--- src/rtl/cdg_pkg.sv ---
package cdg_pkg;
  typedef enum logic [1:0] {
    SEL_EVERY = 2'b00,
    SEL_DIV_A = 2'b01,
    SEL_DIV_B = 2'b10,
    SEL_TIMER = 2'b11
  } samp_sel_e;
endpackage

--- src/rtl/cdg_sync.sv ---
module cdg_sync #(
  parameter int STAGES = 2
) (
  input  logic clk,
  input  logic rst_n,
  input  logic d_i,
  output logic q_o
);
  logic [STAGES-1:0] chain_q;

  generate
    for (genvar g = 0; g < STAGES; g++) begin : g_stage
      always_ff @(posedge clk or negedge rst_n) begin
        if (!rst_n) chain_q[g] <= 1'b0;
        else if (g == 0) chain_q[g] <= d_i;
        else chain_q[g] <= chain_q[(g == 0) ? 0 : g-1];
      end
    end
  endgenerate

  assign q_o = chain_q[STAGES-1];
endmodule

--- src/rtl/cdg_strobe.sv ---
module cdg_strobe
  import cdg_pkg::*;
#(
  parameter int DIV_A = 8,
  parameter int DIV_B = 32
) (
  input  logic       clk,
  input  logic       rst_n,
  input  logic [1:0] sel_i,
  input  logic       timer_stb_i,
  output logic       stb_o
);
  localparam int CW = $clog2(DIV_B);
  localparam int AW = $clog2(DIV_A);

  logic [CW-1:0] pre_q;
  logic          hit_a, hit_b;

  always_ff @(posedge clk or negedge rst_n) begin
    if (!rst_n) pre_q <= '0;
    else        pre_q <= pre_q + 1'b1;
  end

  assign hit_a = &pre_q[AW-1:0];
  assign hit_b = &pre_q;

  always_comb begin
    unique case (samp_sel_e'(sel_i))
      SEL_EVERY: stb_o = 1'b1;
      SEL_DIV_A: stb_o = hit_a;
      SEL_DIV_B: stb_o = hit_b;
      SEL_TIMER: stb_o = timer_stb_i;
      default:   stb_o = 1'b0;
    endcase
  end
endmodule

--- src/rtl/cdg_vote.sv ---
module cdg_vote #(
  parameter int VOTES = 3
) (
  input  logic             clk,
  input  logic             rst_n,
  input  logic             stb_i,
  input  logic             lvl_i,
  output logic [VOTES-1:0] hist_o,
  output logic             filt_o
);
  logic [VOTES-1:0] hist_q;
  logic             filt_q;

  always_ff @(posedge clk or negedge rst_n) begin
    if (!rst_n) begin
      hist_q <= '0;
      filt_q <= 1'b0;
    end else begin
      if (stb_i) hist_q <= {hist_q[VOTES-2:0], lvl_i};
      if (&hist_q)       filt_q <= 1'b1;
      else if (~|hist_q) filt_q <= 1'b0;
    end
  end

  assign hist_o = hist_q;
  assign filt_o = filt_q;
endmodule

--- src/rtl/capture_deglitch.sv ---
module capture_deglitch #(
  parameter int DIV_A          = 8,
  parameter int DIV_B          = 32,
  parameter int VOTES          = 3,
  parameter int SYNC_STAGES    = 2,
  parameter int SETTLE_STROBES = 2
) (
  input  logic       clk,
  input  logic       rst_n,
  input  logic       pin_i,
  input  logic       filt_en_i,
  input  logic [1:0] samp_sel_i,
  input  logic       cnt_stb_i,
  output logic       cap_o,
  output logic       settled_o
);
  localparam int SW = $clog2(SETTLE_STROBES + 1);

  logic             pin_sync;
  logic             samp_stb;
  logic [VOTES-1:0] hist_q;
  logic             filt_q;
  logic [1:0]       sel_q;
  logic [SW-1:0]    settle_q;

  cdg_sync #(.STAGES(SYNC_STAGES)) u_sync (
    .clk(clk), .rst_n(rst_n), .d_i(pin_i), .q_o(pin_sync)
  );

  cdg_strobe #(.DIV_A(DIV_A), .DIV_B(DIV_B)) u_stb (
    .clk(clk), .rst_n(rst_n), .sel_i(samp_sel_i),
    .timer_stb_i(cnt_stb_i), .stb_o(samp_stb)
  );

  cdg_vote #(.VOTES(VOTES)) u_vote (
    .clk(clk), .rst_n(rst_n), .stb_i(samp_stb), .lvl_i(pin_sync),
    .hist_o(hist_q), .filt_o(filt_q)
  );

  // settle tracking: restart on any select change, count strobes to a limit
  always_ff @(posedge clk or negedge rst_n) begin
    if (!rst_n) begin
      sel_q    <= 2'b00;
      settle_q <= '0;
    end else begin
      sel_q <= samp_sel_i;
      if (samp_sel_i != sel_q)
        settle_q <= '0;
      else if (samp_stb && (settle_q != SW'(SETTLE_STROBES)))
        settle_q <= settle_q + 1'b1;
    end
  end

  assign settled_o = (settle_q == SW'(SETTLE_STROBES));
  // plain switch: the enable edge is passed on unmasked
  assign cap_o     = filt_en_i ? filt_q : pin_sync;
endmodule

--- config.mk ---
export PLATFORM = sky130hd
export DESIGN_NAME = capture_deglitch
export DESIGN_NICKNAME = d
export VERILOG_FILES = /design/src/rtl/cdg_pkg.sv /design/src/rtl/cdg_sync.sv /design/src/rtl/cdg_strobe.sv /design/src/rtl/cdg_vote.sv /design/src/rtl/capture_deglitch.sv
export SDC_FILE = /design/constraint.sdc
export NUM_CORES = 1
export LEC_CHECK = 0
export ABC_AREA = 0
export ABC_CLOCK_PERIOD_IN_PS = 3200
export BUFFER_PORTS_ARGS = -buffer_cell sky130_fd_sc_hd__buf_2
export CAP_MARGIN = 20
export CORE_AREA = 3 3 40 42
export DETAILED_ROUTE_END_ITERATION = 10
export DIE_AREA = 0 0 43 45
export HOLD_SLACK_MARGIN = 0.03
export PLACE_DENSITY = 0.71
export SLEW_MARGIN = 20
export SYNTH_ARGS = -nofsm -noshare
export SYNTH_HDL_FRONTEND = slang
export SYNTH_SLANG_ARGS = --single-unit
--- constraint.sdc ---
create_clock -name clk -period 3.2 [get_ports clk]
set_input_delay 0.64 -clock clk [delete_from_list [all_inputs] [get_ports clk]]
set_output_delay 0.64 -clock clk [all_outputs]
set_load 0.02 [all_outputs]
==> metrics.cfg <==
[sta]
hold_viol=0
max-slew-margin-rel_pct=76.8
fin_setup_tns_ps=0
worst_pin_slew_ps=346
slew_viol_final=0
setup_viol=0
skew_ps=2.13
setup_slack_ps=1370
max_freq_mhz=548
period_share_pct=57.0
rsz0062_at_grt=no
min_period_ps=1830

[worst_setup_path]
crit_path_frequent_cell=buf_2
critPathCaptureType=output pin
cp.arrival_ps=1190
cp_slowest_cell=mux2_2
required_ps=2560
cpLargestDelayFamily=multiplexers
slowest_delay_ps=310
cp_num_buf_inv=2
critPathMaxFanout=1
cp-start-kind=input pin
crit_type=in -> out
crit_chain=buf_2 > mux2_2 > buf_2

[finish]
fin_cells=71
finalInstanceArea_um2=707
synthToLayoutAreaGrowth_pct=13.9
antennaDiodeCount=0
nNetsFinal=68
drive_gt1_share_pct=28.6

[place]
dpl_cell_area_um2=679
gp_congestion=0.652
post-place-ws_ps=1370
place_hpwl_um=662
dp.cells=67
io_buffers=8

[clock_tree]
clkTransAtPathRegs_ps=90
hold_buffers=0
cts_buffers=3
htree_levels=1
cts_tree=done
clock_sinks=15
clockBufferDepth=2
cts_setup_buffers=0
clock-root-buffer=clkbuf_4
clk_latency_ps=270
cts_resized=0

[die]
core_area_mm2=0.00128
rows=13
start_util_pct=48.3
die-area_mm2=0.00194
die_y_um=45
die-width_um=43
boundaryPins=9

[yosys]
yosysUniqueCellTypes=15
synth-xor-area-share_pct=4.23
ys_seq_elements=15
synth_fp_nets=55
synth_top_family_by_area=multiplexers
synth_simple_gate_area_share_pct=7.46
syn_inst=44
ys_seq_area_share_pct=60.5
netlist_area_um2=621
synth-adder-area-share_pct=8.06
yosys.area.top_type_share_pct=60.5
avgSynthCellArea_um2=14.1
ys_warn_count=0
synth_compound_area_share_pct=5.85
yosys.area.top_type=dfrtp_1
synth.area.top_cells=dfrtp_1 60%, ha_1 8.1%, mux2_1 5.4%, mux2i_1 4.8%, xnor2_1 4.2%
synth_mux_area_share_pct=12.1

[grt]
grt-ovfl-total=0
grt_usage_pct=11.3
antenna_found_initial=0
grt_pass1_wl_um=1570
grt_pass1_vias=392
grt_max_degree=16

[drt]
post_drt_wl_per_cell_um=11.9
viasPerCell=5.07
drt_iter0_markers=6
drc=0
num_vias=360
drtPass1Iterations=4
ant_nets=0
wl_um=842

[power]
p_leak_nw=0.341
peakVddDrop_uv=296
p_per_area_mw_per_mm2=527

[worst_hold_path]
worstHoldPathType=in -> async

[flow_run]
cap_violations=0

[run_status]
status=finished clean

[cells in the mapped netlist]
library cell  count
a21oi_1           1
xnor2_1           3
inv_1             3
nor3b_2           1
mux2i_1           3
nand3b_1          1
nand3_1           4
ha_1              4
mux2_2            1
and3_1            1
dfrtp_1          15
a21oi_2           1
o21ai_0           2
a211oi_2          1
mux2_1            3
[cells in the final DEF (no fill, tap or decap)]
cell type,netlist,final
ha_1,4,4
buf_2,0,8
dfrtp_1,15,15
nand3b_1,1,1
nor3b_2,1,1
nand3_1,4,4
xnor2_1,3,3
a211oi_2,1,1
mux2i_1,3,3
mux2_2,1,1
a21oi_2,1,1
a21oi_1,1,1
clkbuf_4,0,3
mux2_1,3,3
o21ai_0,2,2
and3_1,1,1
inv_1,3,3
clkinv_2,0,1
[sequential cells by signal (all words and copies together) (netlist names)]
register	cells
u_stb.pre_q	5
u_vote.hist_o	3
sel_q	2
settle_q	2
u_sync.chain_q	1
u_sync.q_o	1
u_vote.filt_o	1
[final timing paths]
kind | start | endpoint | slack [ps] | depth (start not counted)
max | filt_en_i | cap_o | 1370 | 3
min | rst_n | u_stb.pre_q[3] | 250 | 1
max reg2reg | u_stb.pre_q[0] | u_vote.hist_o[1] | 1430 | 6
min reg2reg | u_sync.chain_q[0] | u_sync.q_o | 350 | 0
max in group asynchronous | rst_n | u_vote.hist_o[0] | 2710 | 1
min in group clk | u_sync.chain_q[0] | u_sync.q_o | 350 | 0
[where the power goes]
| part | switching, W | internal [W] | total [W] | leakage, nW |
|---|---|---|---|---|
| registers | 0.0000114 | 0.000207 | 0.000218 | 0.180 |
| logic | 0.0000268 | 0.0000240 | 0.0000508 | 0.143 |
| clock network | 0.0000567 | 0.0000463 | 0.000103 | 0.0177 |
[cells by family after synthesis]
| kind of cell | Yosys count |
|---|---|
| AOI/OAI and AO/OA | 5 |
| xor gates and xnor gates | 3 |
| adders and majority gates | 4 |
| buffers and inverters | 3 |
| DFF | 15 |
| muxes | 7 |
| and+or+nand+nor | 7 |
[cell type report]
type                    count  area (um2)
repair buffers              8        40.0
clock buffers               3        22.5
flip-flops and latches     15         375
clock inverters             1        5.00
well taps                  15        18.8
inverters                   3        11.3
fillers                   118         578
multi-input cells          26         234
[metrics by stage]
stage | hold slack, ps | power, W | util (%)
after detailed placement | 335 | 0.000276 | 52.9
after floorplan | 331 | 0.000255 | -
after global placement | 334 | 0.000272 | 52.9
after global routing | 249 | 0.000396 | 55.0
after CTS | 251 | 0.000380 | 55.0
final | 247 | 0.000372 | 55.0
[routing by layer]
| layer | share of wire, % | track usage (%) |
|---|---|---|
| met1 | 43 | 13.2 |
| met2 | 54 | 18.0 |
| met3 | 3.1 | 3.59 |
| met4 | 0 | 7.23 |
| met5 | 0 | 0 |
Note: power is estimated with default switching activity, not from simulation.
